### config.mk
export PLATFORM = sky130hd
export DESIGN_NAME = row_scan_seq
export DESIGN_NICKNAME = d
export VERILOG_FILES = /design/src/rtl/row_scan_pkg.sv /design/src/rtl/row_scan_pulse_gen.sv /design/src/rtl/row_scan_counter.sv /design/src/rtl/row_scan_seq.sv
export SDC_FILE = /design/constraint.sdc
export NUM_CORES = 1
export LEC_CHECK = 0
export BUFFER_PORTS_ARGS = -buffer_cell sky130_fd_sc_hd__buf_2
export CAP_MARGIN = 10
export CORE_UTILIZATION = 38
export DETAILED_ROUTE_END_ITERATION = 8
export GPL_ROUTABILITY_DRIVEN = 0
export GPL_TIMING_DRIVEN = 0
export SETUP_SLACK_MARGIN = 0.2
export SYNTH_ARGS = -nofsm -noshare
export SYNTH_HDL_FRONTEND = slang
export SYNTH_SLANG_ARGS = --single-unit
### constraint.sdc
create_clock -name clk -period 4.3 [get_ports clk]
set_input_delay 0.43 -clock clk [delete_from_list [all_inputs] [get_ports clk]]
set_output_delay 0.43 -clock clk [all_outputs]
set_load 0.01 [all_outputs]
### src/rtl/row_scan_pkg.sv
package row_scan_pkg;

  typedef enum logic [2:0] {
    SEQ_FLUSH,
    SEQ_START,
    SEQ_WAIT,
    SEQ_SHIFT,
    SEQ_HALT
  } seq_state_e;

  typedef enum logic [1:0] {
    PH_IDLE,
    PH_SETUP,
    PH_HIGH,
    PH_LOW
  } pulse_phase_e;

endpackage

### src/rtl/row_scan_pulse_gen.sv
module row_scan_pulse_gen
  import row_scan_pkg::*;
(
  input  logic clk,
  input  logic rst_n,
  input  logic go_i,
  input  logic bit_i,
  output logic idle_o,
  output logic done_o,
  output logic sr_clk_o,
  output logic sr_data_o
);

  pulse_phase_e phase_q;
  logic         clk_q;
  logic         data_q;

  always_ff @(posedge clk or negedge rst_n) begin
    if (!rst_n) begin
      phase_q <= PH_IDLE;
      clk_q   <= 1'b0;
      data_q  <= 1'b1;
    end else begin
      unique case (phase_q)
        PH_IDLE: begin
          if (go_i) begin
            phase_q <= PH_SETUP;
            data_q  <= bit_i;
          end
        end
        PH_SETUP: begin
          phase_q <= PH_HIGH;
          clk_q   <= 1'b1;
        end
        PH_HIGH: begin
          phase_q <= PH_LOW;
          clk_q   <= 1'b0;
        end
        PH_LOW: begin
          phase_q <= PH_IDLE;
          data_q  <= 1'b1;
        end
        default: phase_q <= PH_IDLE;
      endcase
    end
  end

  assign idle_o    = (phase_q == PH_IDLE);
  assign done_o    = (phase_q == PH_LOW);
  assign sr_clk_o  = clk_q;
  assign sr_data_o = data_q;

endmodule

### src/rtl/row_scan_counter.sv
module row_scan_counter #(
  parameter  int LIMIT = 8,
  localparam int W     = (LIMIT > 1) ? $clog2(LIMIT) : 1
) (
  input  logic         clk,
  input  logic         rst_n,
  input  logic         inc_i,
  input  logic         clr_i,
  output logic [W-1:0] count_o
);

  logic [W-1:0] count_q;

  always_ff @(posedge clk or negedge rst_n) begin
    if (!rst_n) begin
      count_q <= '0;
    end else if (clr_i) begin
      count_q <= '0;
    end else if (inc_i) begin
      count_q <= (count_q == W'(LIMIT - 1)) ? '0 : count_q + 1'b1;
    end
  end

  assign count_o = count_q;

endmodule

### src/rtl/row_scan_seq.sv
module row_scan_seq
  import row_scan_pkg::*;
#(
  parameter  int ROWS  = 8,
  localparam int IDX_W = (ROWS > 1) ? $clog2(ROWS) : 1
) (
  input  logic             clk,
  input  logic             rst_n,
  input  logic             row_done_i,
  input  logic             suspend_req_i,
  input  logic             swap_req_i,
  output logic             row_start_o,
  output logic [IDX_W-1:0] row_idx_o,
  output logic             cols_off_o,
  output logic             suspend_ack_o,
  output logic             frame_o,
  output logic             swap_o,
  output logic             sr_clk_o,
  output logic             sr_data_o
);

  localparam int FLUSH_N = ROWS + 1;
  localparam int FL_W    = $clog2(FLUSH_N);

  seq_state_e       state_q;
  logic             susp_flush_q;
  logic             wrap_q;

  logic             gen_go, gen_bit, gen_idle, gen_done;
  logic [IDX_W-1:0] row_cnt;
  logic [FL_W-1:0]  flush_cnt;
  logic             row_last, flush_last;
  logic             row_accept, flush_step, resume;

  assign row_last   = (row_cnt == IDX_W'(ROWS - 1));
  assign flush_last = (flush_cnt == FL_W'(FLUSH_N - 1));
  assign row_accept = (state_q == SEQ_WAIT) && row_done_i;
  assign flush_step = (state_q == SEQ_FLUSH) && gen_done;
  assign resume     = (state_q == SEQ_HALT) && !suspend_req_i;

  assign gen_go  = ((state_q == SEQ_FLUSH) && gen_idle) || row_accept;
  assign gen_bit = (state_q == SEQ_FLUSH) ? 1'b1 : !row_last;

  row_scan_pulse_gen pulse_i (
    .clk      (clk),
    .rst_n    (rst_n),
    .go_i     (gen_go),
    .bit_i    (gen_bit),
    .idle_o   (gen_idle),
    .done_o   (gen_done),
    .sr_clk_o (sr_clk_o),
    .sr_data_o(sr_data_o)
  );

  row_scan_counter #(.LIMIT(ROWS)) row_ctr_i (
    .clk    (clk),
    .rst_n  (rst_n),
    .inc_i  (row_accept),
    .clr_i  (resume),
    .count_o(row_cnt)
  );

  row_scan_counter #(.LIMIT(FLUSH_N)) flush_ctr_i (
    .clk    (clk),
    .rst_n  (rst_n),
    .inc_i  (flush_step),
    .clr_i  (1'b0),
    .count_o(flush_cnt)
  );

  always_ff @(posedge clk or negedge rst_n) begin
    if (!rst_n) begin
      state_q      <= SEQ_FLUSH;
      susp_flush_q <= 1'b0;
      wrap_q       <= 1'b0;
    end else begin
      unique case (state_q)
        SEQ_FLUSH: begin
          if (flush_step && flush_last) begin
            state_q <= (susp_flush_q || suspend_req_i) ? SEQ_HALT : SEQ_START;
          end
        end
        SEQ_START: state_q <= SEQ_WAIT;
        SEQ_WAIT: begin
          if (row_done_i) begin
            state_q <= SEQ_SHIFT;
            wrap_q  <= row_last;
          end
        end
        SEQ_SHIFT: begin
          if (gen_done) begin
            if (suspend_req_i) begin
              state_q      <= SEQ_FLUSH;
              susp_flush_q <= 1'b1;
            end else begin
              state_q <= SEQ_START;
            end
          end
        end
        SEQ_HALT: begin
          if (!suspend_req_i) begin
            state_q      <= SEQ_START;
            susp_flush_q <= 1'b0;
          end
        end
        default: state_q <= SEQ_FLUSH;
      endcase
    end
  end

  assign row_start_o   = (state_q == SEQ_START);
  assign row_idx_o     = row_cnt;
  assign cols_off_o    = (state_q == SEQ_FLUSH) || (state_q == SEQ_HALT);
  assign suspend_ack_o = (state_q == SEQ_HALT);
  assign frame_o       = (state_q == SEQ_SHIFT) && gen_done && wrap_q;
  assign swap_o        = frame_o && swap_req_i;

endmodule

# --- Yosys cells after proc, flatten, opt, wreduce, memory -nomap -nowiden ---
# Index checks and enable logic that the tools add are counted.
op_classes:
  n_eq_ne: 15
  reduce_logical: 23
  add_sub_neg: 2
  muxes: 21
ops:
  columns: ["operator", "n"]
  rows:
  - ["2-to-1 mux 3 bit", 8]
  - ["case mux 3 bit (5 select lines)", 1]
  - ["inequality test 2 bit (second input constant)", 5]
  - ["logical AND 1 bit", 8]
  - ["case mux 2 bit (4 select lines)", 1]
  - ["AND reduction 4 bit", 2]
  - ["nonzero test 2 bit", 4]
  - ["equality test 3 x 2 -> 1 bit (second input constant)", 2]
  - ["equality test 3 bit (second input constant)", 2]
  - ["2-to-1 mux 1 bit", 6]
  - ["case mux 1 bit (2 select lines)", 3]
  - ["adder 4 x 1 -> 4 bit (second input constant)", 1]
  - ["equality test 2 bit (second input constant)", 2]
  - ["equality test 4 bit (second input constant)", 1]
  - ["2-to-1 mux 4 bit", 1]
  - ["AND reduction 2 bit", 2]
  - ["adder 3 x 1 -> 3 bit (second input constant)", 1]
  - ["equality test 3 x 1 -> 1 bit (second input constant)", 1]
  - ["logical NOT 3 bit", 1]
  - ["logical OR 1 bit", 3]
  - ["equality test 2 x 1 -> 1 bit (second input constant)", 1]
  - ["logical NOT 1 bit", 2]
  - ["logical NOT 2 bit", 1]
  - ["2-to-1 mux 2 bit", 1]
  - ["inequality test 2 x 1 -> 1 bit (second input constant)", 1]
totals:
  in_bits: 5
  regBits: 16

# --- Logic depth before layout (Yosys ltp) ---
logic_depth:
  word_depth: 5
  mapped_depth: 5
  depth_no_buf: 5

# --- By module ---
# From an unflattened synthesis, not the netlist that was laid out.
hier_totals:
  cells_unflattened: 99
  area_unflattened_um2: 992.2
by_module_without_submodules:
  columns: ["module", "cells_per_inst", "n_inst", "seq_area_each_um2", "area_per_inst_um2"]
  rows:
  - ["row_scan_seq", 43, 1, 125.1, 384.1]
  - ["row_scan_counter (flush_ctr_i)", 24, 1, 100.1, 232.7]
  - ["row_scan_pulse_gen", 20, 1, 101.3, 224.0]
  - ["row_scan_counter (row_ctr_i)", 12, 1, 75.1, 151.4]

# --- Least setup slack after synthesis ---
# No wires, ideal clock.
synth_timing:
  kind: "flip-flop to flip-flop"
  start: "reg pulse_i.phase_q[1]"
  end: "reg flush_ctr_i.count_q[3], in the netlist flush_ctr_i.count_o[3]"
  arrival_ns: 1.669
  path_buffers: 0
  slack_ns: 2.562
  period_less_slack_ns: 1.738
  stages_incl_launch_ff: 5
  path_cell_list: "dfrtp_1 ha_1 or4b_4 or4b_1 nand3_1"
synth_between:
  elab_chain_len: 2
synth_rtl:
  columns: ["element", "line", "text"]
  rows:
  - ["start: declaration", "row_scan_pulse_gen.sv:14", "pulse_phase_e phase_q;"]
  - ["start signal: assignment", "row_scan_pulse_gen.sv:20", "phase_q <= PH_IDLE;"]
  - ["start signal: assignment", "row_scan_pulse_gen.sv:27", "phase_q <= PH_SETUP;"]
  - ["start signal: assignment", "row_scan_pulse_gen.sv:32", "phase_q <= PH_HIGH;"]
  - ["equality test 2 bit", "row_scan_pulse_gen.sv:49", "assign done_o = (phase_q == PH_LOW);"]
  - ["logical AND 1 bit", "row_scan_seq.sv:38", "assign flush_step = (state_q == SEQ_FLUSH) && gen_done;"]
  - ["end signal: assignment", "row_scan_counter.sv:20", "count_q <= (count_q == W'(LIMIT - 1)) ? '0 : count_q + 1'b1;"]
  - ["end: declaration", "row_scan_counter.sv:12", "logic [W-1:0] count_q;"]
# Every way passes these cells.
# A chain may end at the register's enable or synchronous reset.

# --- Worst setup path in the final report ---
layout_timing:
  start: "reg pulse_i.phase_q[1]"
  end: "out swap_o"
layout_between:
  elab_chain_len: 4
layout_rtl:
  columns: ["element", "line", "text"]
  rows:
  - ["equality test 2 bit", "row_scan_pulse_gen.sv:49", null]
  - ["logical AND 1 bit (2 in a row)", "row_scan_seq.sv:115", "assign frame_o = (state_q == SEQ_SHIFT) && gen_done && wrap_q;"]
  - ["logical AND 1 bit", "row_scan_seq.sv:116", "assign swap_o = frame_o && swap_req_i;"]
  - ["end: declaration", "row_scan_seq.sv:17", "output logic swap_o,"]
# Every way passes these cells.

==> flow_summary.ini <==
[clocking]
cts_buffers = 3
h-tree-depth = 1
postCtsHoldBufs = 0
cts_setup_buffers = 0
cts_tree = built
clock_latency_ns = 0.29
cts_buffer_depth = 2
clk_pin_slew_ns = 0.10
clockRootBuffer = clkbuf_4
clkSinkCount = 16
cts-resized-gates = 0

[yosys]
synth_adder_area_share_pct = 10.48
syn-instance-count = 100
synth_edf_count = 0
syn_avg_cell_area_sq_um = 9.547
syn_nets = 113
synth_ff_type = dfrtp_1
yosysUniqueCellTypes = 37
synth_compound_area_share_pct = 15.33
synth_simple_gate_area_share_pct = 22.15
synth_seq_cells = 16
netlist_area_sq_um = 954.7
ys_seq_area_share_pct = 42.07
synth_top_family_by_area = simple AND/OR/NAND/NOR gates
ys_warn_count = 0
yosys-mux-area-fraction_pct = 5.636
async_reset_ff_share_pct = 100.0
synth-xor-area-share_pct = 0

[global_route]
antenna_found_initial = 0
grt_pass1_wl_mm = 3.208
grt-ovfl-total = 0
grt.total_usage_pct = 16.57
grt_max_degree = 17
grt_pass1_vias = 721

[route]
wire_per_inst_um = 12.92
vias = 790
dr.pass1.iters = 4
routed_wl_mm = 1.887
antenna_left = 0
wl_met1_um = 928
route.detailed.drc = 0
wl_met3_um = 60
drtIter0Drc = 8
top_layer = met4
met2WireLength_um = 881
via_per_inst = 5.411

[finish]
fillCellCount = 228
area.sequential_sq_um = 401.6
antenna_cells = 0
layout-drive-gt1-share_pct = 16.95
multi_input_area_sq_um = 511.7
final_util_pct = 47.71
final_nets = 132
syn_to_final_growth_pct = 14.81
instances_no_fill = 146

[worst_hold_path]
hp-class = in2async

[timing]
rsz0062_at_grt = no
setup_violations = 0
relSlewSlack_pct = 49.40
fmax_mhz = 474.8
worst_clock_skew_ns = 0.002838
min_period_ns = 2.106
finalCritPeriodShare_pct = 48.99
slew_violations = 0
finalHoldViolCount = 0
worst_slack_ns = 2.194
worst_pin_slew_ns = 0.7488
setup_tns_ns = 0

[floorplanning]
die_area_sq_um = 2716
row_count = 17
pin_count = 15
core_sq_um = 2297
die_x_um = 52.12
initial_core_util_pct = 41.56
die_y_um = 52.12

[critical_path]
crit_required_ns = 3.87
rr_startpoint = pulse_i.phase_q[1]
worst_r2r_path_depth = 4
startpoint = pulse_i.phase_q[1]
worstPathMaxFanout = 7
critPathCaptureType = primary output
start_kind = register
path_class = reg2out
arrival_ns = 1.68

[pwr]
total_power_mw = 0.6188
leakage_nw = 0.5401
irDropWorstVdd_mv = 0.2730
powerDensity_nw_per_um2 = 564.6

[placed_design]
pre_cts_ws_ns = 2.354
place_inst = 142
io_buffers = 14
hpwl_mm = 1.408

[job]
drv_cap = 0

[run_status]
status = completed
metal layers:
| layer | global-route usage (%) | vias to the layer above |
|---|---|---|
| li1 | - | 399 |
| met1 | 20.04 | 379 |
| met2 | 27.56 | 10 |
| met3 | 5.263 | 2 |
| met4 | 5.405 | 0 |
| met5 | 0 | - |
layout by cell type (no fill, tap or decap), types with 2 or more instances in the layout:
| master | Yosys | layout |
|---|---|---|
| a21oi_1 | 5 | 5 |
| a31oi_1 | 2 | 2 |
| and2_1 | 2 | 2 |
| buf_2 | 0 | 14 |
| clkbuf_1 | 3 | 3 |
| clkbuf_4 | 0 | 3 |
| dfrtp_1 | 15 | 15 |
| ha_1 | 8 | 8 |
| inv_1 | 8 | 8 |
| mux2_1 | 3 | 3 |
| mux2i_1 | 2 | 2 |
| nand2_1 | 13 | 13 |
| nand3_1 | 3 | 3 |
| nor2_1 | 5 | 5 |
| nor2b_1 | 2 | 2 |
| nor3_1 | 3 | 3 |
| o21ai_1 | 3 | 3 |
| o31ai_1 | 2 | 2 |
stage by stage:
stage	hold WS, ns	instance area (sq um)
final	0.03571	1096
after global routing	0.06791	1096
after global placement	0.3715	1060
after detailed placement	0.3715	1060
after floorplan	0.1344	954.7
after CTS	0.04863	1096
final timing paths:
check	end	slack, ns
worst min-delay path	flush_ctr_i.count_o[3]	0.04
max in group asynchronous	pulse_i.sr_data_o	3.95
worst min register to register	wrap_q	0.48
worst max-delay path	swap_o	2.19
min in group clk	susp_flush_q	0.45
worst max register to register	flush_ctr_i.count_o[3]	2.36
registers in the layout (all words and copies together) (netlist names):
signal,flops
pulse_i.phase_q,2
pulse_i.sr_clk_o,1
state_q,3
flush_ctr_i.count_o,4
wrap_q,1
row_ctr_i.count_o,3
susp_flush_q,1
pulse_i.sr_data_o,1
final cells by class:
type	instances	share of cell area, %
multi-input combinational	73	46.69
sequential	16	36.64
timing repair buffer	14	6.393
clock buffer	4	3.311
tap	28	3.196
inverter	8	2.740
buffer	3	1.027
cells by family after synthesis:
| family | after synthesis |
|---|---|
| AO/OA/AOI/OAI | 22 |
| adder cells (fa/ha/maj) | 8 |
| buffers and inverters | 11 |
| flip-flops | 16 |
| multiplexers | 5 |
| AND/OR/NAND/NOR | 38 |
where the power goes:
part,internal [mW],switching [mW],leakage (nW)
combinational,0.123,0.152,0.326
sequential,0.199,0.0436,0.193
clock,0.0516,0.0503,0.0210
total,0.373,0.246,0.540
cells in the mapped netlist, drive strengths merged, types with 2 or more instances:
master,n,share of area [%]
nand2,13,5.1
clkbuf,3,1.2
a21oi,5,2.6
nor2b,2,1.3
inv,8,3.1
o31ai,2,1.6
a31oi,2,1.3
dfrtp,15,39
nor2,5,2.0
o21ai,4,2.1
or4b,2,2.5
ha,8,10
nor3,3,1.6
mux2i,2,2.1
mux2,3,3.5
and2,2,1.3
nand3,3,1.6
critical path: stages, from the launching register on:
cell,delay (ns)
dfrtp_1,0.42
ha_1,0.30
and2_1,0.21
and3_1,0.18
and2_1,0.15
buf_2,0.13
(Power assumes the default switching activity.)
